[config.mk]
export PLATFORM = sky130hd
export DESIGN_NAME = xfer_exec_unit
export DESIGN_NICKNAME = d
export VERILOG_FILES = /design/src/rtl/xfer_pkg.sv /design/src/rtl/xfer_decode.sv /design/src/rtl/xfer_alu.sv /design/src/rtl/xfer_regs.sv /design/src/rtl/xfer_exec_unit.sv
export SDC_FILE = /design/constraint.sdc
export NUM_CORES = 1
export LEC_CHECK = 0
export ABC_AREA = 0
export ABC_CLOCK_PERIOD_IN_PS = 4000
export CORE_AREA = 2 2 90 92
export DETAILED_ROUTE_END_ITERATION = 12
export DIE_AREA = 0 0 92 94
export PLACE_DENSITY = 0.69
export SETUP_SLACK_MARGIN = 0.15
export SLEW_MARGIN = 20
export SYNTH_ARGS = -nofsm -noshare
export SYNTH_HDL_FRONTEND = slang
export SYNTH_HIERARCHICAL = 1
export SYNTH_SLANG_ARGS = --single-unit
[constraint.sdc]
create_clock -name clk -period 4 [get_ports clk]
set_input_delay 0.8 -clock clk [delete_from_list [all_inputs] [get_ports clk]]
set_output_delay 0.8 -clock clk [all_outputs]
set_load 0.02 [all_outputs]
[src/rtl/xfer_pkg.sv]
package xfer_pkg;

    localparam int DW = 8;
    localparam int AW = 16;

    // Condition code bit positions inside the visible byte
    localparam int CC_V = 7;
    localparam int CC_H = 4;
    localparam int CC_I = 3;
    localparam int CC_N = 2;
    localparam int CC_Z = 1;
    localparam int CC_C = 0;

    localparam logic [DW-1:0] OPC_TAP  = 8'h84;
    localparam logic [DW-1:0] OPC_TPA  = 8'h85;
    localparam logic [DW-1:0] OPC_TAX  = 8'h97;
    localparam logic [DW-1:0] OPC_TXA  = 8'h9F;
    localparam logic [DW-1:0] OPC_TSX  = 8'h95;
    localparam logic [DW-1:0] OPC_TXS  = 8'h94;
    localparam logic [DW-1:0] OPC_TSTA = 8'h4D;
    localparam logic [DW-1:0] OPC_TSTX = 8'h5D;

    localparam int N_SUB_OPS = 6;
    localparam logic [N_SUB_OPS-1:0][DW-1:0] SUB_OPCODES =
        {8'hF0, 8'hE0, 8'hD0, 8'hC0, 8'hB0, 8'hA0};

    localparam int N_TSTM_OPS = 3;
    localparam logic [N_TSTM_OPS-1:0][DW-1:0] TSTM_OPCODES =
        {8'h7D, 8'h6D, 8'h3D};

    typedef enum logic [3:0] {
        K_IDLE,
        K_CC_FROM_A,
        K_A_FROM_CC,
        K_X_FROM_A,
        K_A_FROM_X,
        K_HX_FROM_SP,
        K_SP_FROM_HX,
        K_TEST_A,
        K_TEST_X,
        K_TEST_M,
        K_SUB_M,
        K_UNKNOWN
    } op_kind_e;

    typedef struct packed {
        logic v;
        logic h;
        logic i;
        logic n;
        logic z;
        logic c;
    } flags_t;

    typedef struct packed {
        logic [DW-1:0] a;
        logic [DW-1:0] h;
        logic [DW-1:0] x;
        logic [AW-1:0] sp;
        flags_t        f;
    } arch_state_t;

    typedef struct packed {
        logic [DW-1:0] diff;
        logic          borrow;
        logic          ovf;
    } sub_out_t;

    function automatic logic [DW-1:0] flags_to_byte(flags_t f);
        logic [DW-1:0] b;
        b       = '0;
        b[6]    = 1'b1;
        b[5]    = 1'b1;
        b[CC_V] = f.v;
        b[CC_H] = f.h;
        b[CC_I] = f.i;
        b[CC_N] = f.n;
        b[CC_Z] = f.z;
        b[CC_C] = f.c;
        return b;
    endfunction

    function automatic flags_t byte_to_flags(logic [DW-1:0] b);
        flags_t f;
        f.v = b[CC_V];
        f.h = b[CC_H];
        f.i = b[CC_I];
        f.n = b[CC_N];
        f.z = b[CC_Z];
        f.c = b[CC_C];
        return f;
    endfunction

    function automatic sub_out_t sub_bytes(logic [DW-1:0] lhs, logic [DW-1:0] rhs);
        sub_out_t      o;
        logic [DW:0]   wide;
        wide     = {1'b0, lhs} - {1'b0, rhs};
        o.diff   = wide[DW-1:0];
        o.borrow = wide[DW];
        o.ovf    = (lhs[DW-1] ^ rhs[DW-1]) & (lhs[DW-1] ^ wide[DW-1]);
        return o;
    endfunction

    function automatic flags_t test_flags(flags_t cur, logic [DW-1:0] val);
        flags_t f;
        f   = cur;
        f.v = 1'b0;
        f.n = val[DW-1];
        f.z = (val == '0);
        return f;
    endfunction

endpackage

[src/rtl/xfer_decode.sv]
module xfer_decode
    import xfer_pkg::*;
(
    input  logic          op_valid,
    input  logic [DW-1:0] opcode,
    output op_kind_e      kind
);

    logic [N_SUB_OPS-1:0]  sub_hit;
    logic [N_TSTM_OPS-1:0] tstm_hit;

    for (genvar g = 0; g < N_SUB_OPS; g++) begin : g_sub
        assign sub_hit[g] = (opcode == SUB_OPCODES[g]);
    end

    for (genvar g = 0; g < N_TSTM_OPS; g++) begin : g_tstm
        assign tstm_hit[g] = (opcode == TSTM_OPCODES[g]);
    end

    always_comb begin
        if (!op_valid) begin
            kind = K_IDLE;
        end else if (|sub_hit) begin
            kind = K_SUB_M;
        end else if (|tstm_hit) begin
            kind = K_TEST_M;
        end else begin
            unique case (opcode)
                OPC_TAP:  kind = K_CC_FROM_A;
                OPC_TPA:  kind = K_A_FROM_CC;
                OPC_TAX:  kind = K_X_FROM_A;
                OPC_TXA:  kind = K_A_FROM_X;
                OPC_TSX:  kind = K_HX_FROM_SP;
                OPC_TXS:  kind = K_SP_FROM_HX;
                OPC_TSTA: kind = K_TEST_A;
                OPC_TSTX: kind = K_TEST_X;
                default:  kind = K_UNKNOWN;
            endcase
        end
    end

endmodule

[src/rtl/xfer_alu.sv]
module xfer_alu
    import xfer_pkg::*;
(
    input  op_kind_e      kind,
    input  logic [DW-1:0] operand,
    input  arch_state_t   cur,
    output arch_state_t   nxt,
    output logic          bad
);

    sub_out_t      sub_r;
    logic [AW-1:0] hx_cur;
    logic [AW-1:0] hx_inc_sp;

    assign sub_r     = sub_bytes(cur.a, operand);
    assign hx_cur    = {cur.h, cur.x};
    assign hx_inc_sp = cur.sp + 1'b1;

    always_comb begin
        nxt = cur;
        bad = 1'b0;
        unique case (kind)
            K_CC_FROM_A:  nxt.f = byte_to_flags(cur.a);
            K_A_FROM_CC:  nxt.a = flags_to_byte(cur.f);
            K_X_FROM_A:   nxt.x = cur.a;
            K_A_FROM_X:   nxt.a = cur.x;
            K_HX_FROM_SP: {nxt.h, nxt.x} = hx_inc_sp;
            K_SP_FROM_HX: nxt.sp = hx_cur - 1'b1;
            K_TEST_A:     nxt.f = test_flags(cur.f, cur.a);
            K_TEST_X:     nxt.f = test_flags(cur.f, cur.x);
            K_TEST_M:     nxt.f = test_flags(cur.f, operand);
            K_SUB_M: begin
                nxt.a   = sub_r.diff;
                nxt.f   = test_flags(cur.f, sub_r.diff);
                nxt.f.v = sub_r.ovf;
                nxt.f.c = sub_r.borrow;
            end
            K_UNKNOWN:    bad = 1'b1;
            default:      nxt = cur;
        endcase
    end

endmodule

[src/rtl/xfer_regs.sv]
module xfer_regs
    import xfer_pkg::*;
#(
    parameter logic [AW-1:0] SP_INIT = 16'h00FF
) (
    input  logic        clk,
    input  logic        rst,
    input  arch_state_t nxt,
    input  logic        bad,
    output arch_state_t cur,
    output logic        illegal_q
);

    arch_state_t reset_val;

    always_comb begin
        reset_val     = '0;
        reset_val.sp  = SP_INIT;
        reset_val.f.i = 1'b1;
    end

    always_ff @(posedge clk) begin
        if (rst) begin
            cur       <= reset_val;
            illegal_q <= 1'b0;
        end else begin
            cur       <= nxt;
            illegal_q <= bad;
        end
    end

endmodule

[src/rtl/xfer_exec_unit.sv]
module xfer_exec_unit
    import xfer_pkg::*;
#(
    parameter logic [AW-1:0] SP_INIT = 16'h00FF
) (
    input  logic          clk,
    input  logic          rst,
    input  logic          op_valid,
    input  logic [DW-1:0] opcode,
    input  logic [DW-1:0] mem_operand,
    output logic [DW-1:0] acc,
    output logic [DW-1:0] idx_h,
    output logic [DW-1:0] idx_x,
    output logic [AW-1:0] stk,
    output logic [DW-1:0] ccr,
    output logic          illegal
);

    op_kind_e    kind;
    arch_state_t st_cur;
    arch_state_t st_nxt;
    logic        bad;

    xfer_decode u_dec (
        .op_valid (op_valid),
        .opcode   (opcode),
        .kind     (kind)
    );

    xfer_alu u_alu (
        .kind    (kind),
        .operand (mem_operand),
        .cur     (st_cur),
        .nxt     (st_nxt),
        .bad     (bad)
    );

    xfer_regs #(.SP_INIT(SP_INIT)) u_regs (
        .clk       (clk),
        .rst       (rst),
        .nxt       (st_nxt),
        .bad       (bad),
        .cur       (st_cur),
        .illegal_q (illegal)
    );

    assign acc   = st_cur.a;
    assign idx_h = st_cur.h;
    assign idx_x = st_cur.x;
    assign stk   = st_cur.sp;
    assign ccr   = flags_to_byte(st_cur.f);

endmodule

* Word-level counts from Yosys, hierarchy flattened *
Cells that the tools add are included.

word-level totals
  flip-flop bits (word level) = 47
  input bits = 19
  output and inout port bits = 49
  logic and storage cells = 69

operators by class
  add/subtract/negate cells = 3
  equal/unequal tests = 28
  mux-type cells = 8
  bitwise operators = 7
  reduce and logical (&&, ||, !) cells = 12

operators by type and width
  operator                                            count
  == test 8 bit, second input constant                12
  == test 8 x 7 -> 1 bit, second input constant       4
  logical NOT 8 bit                                   4
  one-hot mux 4 bit (8 select lines)                  1
  one-hot mux 6 bit (5 select lines)                  1
  one-hot mux 8 bit (3 select lines)                  1
  adder 16 x 1 -> 16 bit, second input constant       1
  == test 4 x 3 -> 1 bit, second input constant       4
  == test 4 bit, second input constant                4
  one-hot mux 8 bit (2 select lines)                  1
  subtractor 16 x 1 -> 16 bit, second input constant  1
  2-to-1 mux 4 bit                                    3
  subtractor 8 x 8 -> 9 bit                           1
  == test 4 x 2 -> 1 bit, second input constant       2
  == test 8 x 6 -> 1 bit, second input constant       1
  OR reduction 6 bit                                  1
  AND reduction 5 bit                                 1
  nonzero test 5 bit                                  1
  == test 4 x 1 -> 1 bit, second input constant       1
  inverter 1 bit                                      4
  AND reduction 4 bit                                 1
  nonzero test 2 bit                                  2
  nonzero test 3 bit                                  1
  OR reduction 3 bit                                  1
  3 further kinds                                     4

* Depth between registers and ports, before layout *
Gate-level depths: netlist of run 1.

  word-level depth = 8
  gate-level depth with buffers = 13
  depth with buffers taken out = 11

* Modules after synthesis *
Netlist of run 1, hierarchy kept.

modules (own cells, without submodules)
  module          instances  cells each  area an instance (um^2)  seq. area each (um^2)
  xfer_alu        1          291         1,851.8                  0.0
  xfer_regs       1          99          1,272.5                  940.9
  xfer_decode     1          37          240.2                    0.0
  xfer_exec_unit  1          3           18.8                     0.0

* Worst setup path after synthesis of run 1 *
No wires, ideal clock.

  path type = input to register
  start point = input port opcode[5]
  end point = register, netlist name u_regs/cur[24]
  library setup time = 0.118 ns
  arrival = 2.917 ns
  required time = 3.882 ns
  slack = 0.966 ns
  stages = 10
  cell sequence = and3b_1 buf_4 nand3_2 a21bo_1 a31oi_1 nand2_1 nor3_2 nor2_1 a221o_2 nor2b_1

RTL lines
  element             line                 RTL
  start: declaration  xfer_exec_unit.sv:9  input logic [DW-1:0] opcode,

==> key figures, run 1 <==
Timing
  • Post-Route Skew: approximately 0.011 ns
  • Fmax: between 0.2 and 0.3 GHz
  • Final Hold Fails: 0
  • Final worst path period share: between 80% and 90%
  • Max-Slew Margin vs Limit: 59.9%
  • RSZ-0062 raised after global routing: false
  • Max-slew violation count: 0
  • Final setup fails: 0
  • Worst Tran Pin Value: 0.595 ns
  • Post-route setup TNS: 0 ns
  • Post-route minimum period: ~3.5 ns
  • Final hold slack: between 0.5 and 0.6 ns

Clocking
  • CTS sink cnt: 47
  • Reg clk slew, reported paths: about 0.09 ns
  • Num CTS Buffers: 5
  • Setup bufs post-CTS: 0
  • Resize count post-CTS: 0
  • Maximum clock path buffer count: 2
  • H-tree depth: 2
  • CTS tree: yes
  • Hold-fix buffers, CTS: 0
  • Clock Latency Late Sink: around 0.31 ns
  • Root Driver: clkbuf_8

Floorplanning
  • Chip width: approximately 92 um
  • Die height: about 94 um
  • Io pins: approximately 70
  • Core area: 0.00761 sq mm
  • Die ar.: about 0.0086 sq mm
  • Starting Density: 44.5%
  • # rows: 32

Yosys
  • Number of synthesized flops with an enable pin: 0
  • Yosys warning count: 6
  • Seq/Total Area, Yosys: approximately 28%
  • Top_reg_cell synth: dfxtp_1
  • Cells after synthesis: 430
  • Yosys reg bits: 47
  • Asr flop ratio synth: 0%
  • Syn avg cell area: 7.87 sq um
  • Post-synthesis cell type count: 65
  • Post-Syn Area: 0.00338 sq mm

Placed design
  • GP Congestion: 0.889
  • Hpwl dp: between 6000 and 7000 um
  • Number of port buffers: between 60 and 70

Worst setup path
  • Worst EP required: between 4 and 5 ns
  • Worst r2r src: u_regs/cur[38]$_SDFF_PP0_
  • CP Class: primary input to flop
  • Startpoint types: primary input
  • Worst Setup SP: opcode[2]
  • Critical path peak fanout: 8
  • Critical Path AT: 3.78 ns
  • Crit. End Element: flop

Global route
  • GR Util met2: 34.0%
  • Pin count of the biggest net entering global routing: 48
  • GRT overflow: 0
  • Vias in the first global route: between 3000 and 4000
  • First-pass GRT wire length: approximately 15000 um
  • GRT Util Overall: a little over a fifth
  • Initial antenna violation count: 0
  • GRT Max-Usage Layer: met2
  • M3 GR Usage: 2.57%
  • GR Util met1: roughly a third

Drt
  • Wire per inst: between 15 and 20 um
  • Vias: 3270
  • ANT nets after route: 0
  • DRC: 0
  • Total routed wirelength: around 9200 um
  • First-pass DRT Iterations: 4
  • Starting DRT DRC Count: 273
  • Via density: approximately 5.5

Finish
  • Layout cell share with drive strength beyond 1: approximately 7.6%
  • Post-layout util: between 50% and 60%
  • Layout overhead on the synthesized area: 25.9%
  • # diodes: 0
  • Commonest non-fill, non-tap cell in the layout: clkdlybuf4s50_1
  • FILL cells: approximately 720
  • Commonest non-fill, non-tap cells in the layout: clkdlybuf4s50_1 (65), dfxtp_1 (47), nor2b_1 (46)
  • Layout net count: 527

Min path
  • Hold Path Class: flop to flop
  • Start point of the worst min-delay path: u_regs/cur[3]$_SDFF_PP1_

Run
  • # Max-Cap Violations: 0

Power and ir drop
  • Power Total: between 1 and 1.5 mW
  • Lkg Pwr: 1.69 nW
  • Pwr dens: 273 mW/mm^2
  • IR drop worst, VDD: around 210 uV

Outcome
  • Outcome: complete, no violations
## worst max-delay path, cell delays in order
cell and delay (ns):
clkdlybuf4s50_1 0.53, and3b_1 0.31, nand3_2 0.13, a221oi_1 0.36
a31oi_1 0.27, nand2b_1 0.31, buf_4 0.20, nor2_1 0.14
nand4_1 0.11, nor3_1 0.21, o221ai_1 0.14, a21oi_1 0.14
nor2b_1 0.12
## metrics by stage
step / cell area (sq um) / worst slack [ns] / std cells
2_1_floorplan: 3390 / 0.966 / 431
3_3_place_gp: 4130 / 0.323 / 591
3_5_place_dp: 4130 / 0.237 / 591
4_1_cts: 4260 / 0.547 / 599
5_1_grt: 4260 / 0.177 / 599
6_report: 4260 / 0.460 / 599
## cells in the mapped netlist, drive strengths merged, types with 3 or more instances
library cell / n / area share [%]
a21oi: 26 / 4.1
a221o: 3 / 0.92
a221oi: 4 / 1.0
a22oi: 8 / 1.8
a31oi: 3 / 0.55
and3: 4 / 0.74
and3b: 3 / 0.78
buf: 10 / 2.3
clkbuf: 9 / 1.6
dfxtp: 47 / 28
ha: 11 / 4.1
inv: 18 / 2.0
mux2i: 4 / 1.2
nand2: 34 / 3.9
nand2b: 7 / 1.3
nand3: 9 / 1.5
nand4: 7 / 1.3
nor2: 45 / 5.0
nor2b: 46 / 8.5
nor3: 11 / 2.3
nor3b: 3 / 0.81
nor4: 9 / 2.6
o21ai: 25 / 3.7
o221ai: 3 / 0.78
or2: 12 / 2.2
or3: 3 / 0.55
xnor2: 21 / 5.4
xor2: 13 / 3.4
## where the power goes
part	total, mW	switching (mW)	internal, mW
registers	0.497	0.0180	0.479
logic	0.249	0.133	0.115
clock network	0.417	0.167	0.250
## metal layers
layer | part of all wire [%] | wire length, um | up-vias
met2 | 47 | 4270 | 108
met5 | 0 | 0 | -
met1 | 47 | 4340 | 1520
met3 | 5.1 | 465 | 8
li1 | - | - | 1634
met4 | 0.92 | 84 | 0
## sequential cells by signal (all words and copies together) (netlist names)
name	flops
u_regs/illegal_q	1
u_regs/cur	46
## area by class of cell
class	count	area, sq um	area share [%]
Sequential cell	47	941	22.1
Timing Repair Buffer	77	741	17.4
Clock inverter	2	60.1	1.41
Multi-Input combinational cell	347	2250	52.8
Inverter	18	67.6	1.59
Tap cell	102	128	3.00
Clock buffer	6	72.6	1.70
## path summary, 6_finish.rpt
kind | slack [ns] | depth (start not counted) | to
max | 0.46 | 13 | u_regs/cur[1]$_SDFF_PP0_
min | 0.60 | 2 | u_regs/cur[3]$_SDFF_PP1_
max reg2reg | 1.65 | 10 | u_regs/cur[0]$_SDFF_PP0_
min reg2reg | 0.60 | 2 | u_regs/cur[3]$_SDFF_PP1_
## kinds of logic (layout without fill, tap and decap cells)
kind of cell / after synthesis / count (layout) / share of synthesized area, %
flip-flops: 47 / 47 / 27.8
adder cells (fa/ha/maj): 12 / 12 / 4.66
AO/OA/AOI/OAI: 90 / 90 / 17.1
other: 1 / 2 / 0.111
AND/OR/NAND/NOR: 203 / 203 / 33.8
XOR/XNOR: 34 / 34 / 8.80
buffers and inverters: 37 / 103 / 5.84
multiplexers: 6 / 6 / 1.85
No activity file was read; power rests on OpenSTA's default activity.
==> run 2, diff against run 1 <==
--- a/config.mk
+++ b/config.mk
@@ -6,11 +6,12 @@
 export NUM_CORES = 1
 export LEC_CHECK = 0
 export ABC_AREA = 0
-export ABC_CLOCK_PERIOD_IN_PS = 4000
+export ABC_CLOCK_PERIOD_IN_PS = 3000
 export CORE_AREA = 2 2 90 92
+export CTS_BUF_LIST = sky130_fd_sc_hd__clkbuf_8
 export DETAILED_ROUTE_END_ITERATION = 12
 export DIE_AREA = 0 0 92 94
-export PLACE_DENSITY = 0.69
+export PLACE_DENSITY = 0.72
 export SETUP_SLACK_MARGIN = 0.15
 export SLEW_MARGIN = 20
 export SYNTH_ARGS = -nofsm -noshare
==> constraint.sdc (replaced) <==
create_clock -name clk -period 3 [get_ports clk]
set_input_delay 0.6 -clock clk [delete_from_list [all_inputs] [get_ports clk]]
set_output_delay 0.6 -clock clk [all_outputs]
set_load 0.02 [all_outputs]
==> run 2 against run 1 <==
Final cell count increased by 6.2%; register-to-register slack got worse by 1.0 ns; clock-buffer cell count is the same; total power up 26%; critical path type unchanged; largest cell class unchanged; largest power group unchanged.
==> key figures, run 2 (synthesis results as in run 1) <==
Clocking
  • Hold-fix buffers, CTS: 0
  • CTS sink cnt: 47
  • H-tree depth: 2
  • Reg clk slew, reported paths: ~0.090 ns
  • Num CTS Buffers: 5
  • CTS tree: yes
  • Maximum clock path buffer count: 2
  • Clock Latency Late Sink: approximately 0.30 ns
  • Root Driver: clkbuf_8

Finish
  • Top reg by flops: u_regs/cur
  • Final Cell Area: approximately 0.0047 sq mm
  • # diodes: 0
  • Largest register FFs: 46
  • Layout overhead on the synthesized area: 38.2%
  • Layout net count: around 560
  • Seq. cell area: about 940 sq um
  • FILL cells: 701
  • Largest regs: u_regs/cur (46), u_regs/illegal_q (1)
  • Layout cell share with drive strength beyond 1: 19.1%
  • Commonest non-fill, non-tap cell in the layout: clkdlybuf4s50_1
  • Commonest non-fill, non-tap cells in the layout: clkdlybuf4s50_1 (57), buf_4 (48), dfxtp_1 (47)
  • Area of the multi-input gates: approximately 0.0024 sq mm

Drt
  • Wire per inst: 15.8 um
  • Starting DRT DRC Count: roughly 260
  • First-pass DRT Iterations: 5
  • Total routed wirelength: about 10000 um
  • ANT nets after route: 0
  • Via density: between 5 and 6
  • DRC: 0
  • Vias: 3489

Worst setup path
  • Startpoint types: primary input
  • Critical Path AT: around 2.9 ns
  • Critical path peak fanout: 4
  • Worst EP required: between 3 and 4 ns
  • CP Class: primary input to flop
  • Crit. End Element: flop

Global route
  • Pin count of the biggest net entering global routing: 48
  • First-pass GRT wire length: between 15000 and 20000 um
  • Initial antenna violation count: 0
  • GRT overflow: 0
  • GRT Util Overall: 22.9%
  • Vias in the first global route: around 3300

Power and ir drop
  • Power Total: approximately 1.5 mW
  • Lkg Pwr: 1.94 nW
  • Pwr dens: 312 mW/mm^2
  • IR drop worst, VDD: ~180 uV

Min path
  • Hold Path Class: flop to flop

Placed design
  • DP Worst Slack: -0.344 ns
  • Hpwl dp: 7150 um
  • Number of port buffers: 65
  • GP Congestion: a little over 0.9
  • Area after DPL: roughly 0.0044 sq mm

Timing
  • Final WS setup: between 0.2 and 0.3 ns
  • RSZ-0062 raised after global routing: false
  • Final hold slack: ~0.63 ns
  • Final Hold Fails: 0
  • Final setup fails: 0
  • Post-route minimum period: roughly 2.7 ns
  • Worst Tran Pin Value: 0.505 ns
  • Max-Slew Margin vs Limit: around two thirds
  • Fmax: around 0.37 GHz
  • Post-Route Skew: 0.00879 ns
  • Max-slew violation count: 0
  • Final worst path period share: about nine tenths

Floorplanning
  • Starting Density: approximately 44%
  • Io pins: 68
  • Chip width: 92 um
  • Die ar.: around 0.0086 sq mm
  • # rows: 32
  • Die height: approximately 94 um
  • Core area: between 0.007 and 0.008 sq mm

Outcome
  • Outcome: complete, no violations

Run
  • # Max-Cap Violations: 0
==> run 2: cell count changes in the layout (fill, tap and decap cells not counted), sizes merged, moves of 2 or more <==
cell,change
dlymetal6s2s,+5
buf,+37
bufinv,-2
clkdlybuf4s50,-8
clkbuf,+2
==> run 2: repair_timing <==
action / 4_1_cts / 5_1_grt
setup buffers: 1 / 3
setup endpoints to repair: 30 / 37
gates resized for setup: 16 / 29
pin swaps: 6 / 11
==> run 2: path summary, 6_finish.rpt <==
kind,from,endpoint,slack (ns),cells past startpoint
setup reg to reg,u_regs/cur[38]$_SDFF_PP0_,u_regs/cur[0]$_SDFF_PP0_,0.61,10
setup / recovery,opcode[0],u_regs/cur[39]$_SDFF_PP0_,0.26,11
hold reg to reg,u_regs/cur[37]$_SDFF_PP0_,u_regs/cur[37]$_SDFF_PP0_,0.63,3
hold / removal,u_regs/cur[37]$_SDFF_PP0_,u_regs/cur[37]$_SDFF_PP0_,0.63,3
==> run 2: layer usage <==
layer	vias to the layer above	global-route usage [%]	wire length [um]
met5	-	0	0
met4	0	5.10	65
met3	6	2.89	561
met2	135	37.7	4770
met1	1642	32.2	4650
li1	1706	-	-
==> run 2: stage by stage <==
stage                     cells  setup TNS, ns  utilization (%)
final                       636              0             61.4
after detailed placement    624          -9.26             57.7
after CTS                   633              0             59.9
after global placement      624          -7.45             57.7
after floorplan             431              0                -
after global routing        636              0             61.4
==> run 2: final cells by class <==
type	count	area share (%)
clock buffer	6	1.77
clock inverter	2	0.268
inverter	18	1.45
multi-input combinational	347	51.6
sequential	47	20.1
tap	102	2.73
timing repair buffer	114	22.1
==> run 2: critical path: stages <==
cell and delay (ns):
dlygate4sd2_1 0.28, and3b_2 0.25, buf_4 0.16, a221oi_4 0.32, a31oi_4 0.14, buf_4 0.16, or3_1 0.36, buf_4 0.16
nand2_1 0.16, o221ai_1 0.16, nor2b_1 0.16
==> run 2: power by group <==
part / switching (mW) / total (mW) / internal (mW) / leakage [nW]
Sequential: 0.0249 / 0.663 / 0.638 / 0.381
Clock: 0.221 / 0.408 / 0.186 / 0.0526
Combinational: 0.202 / 0.389 / 0.187 / 1.51
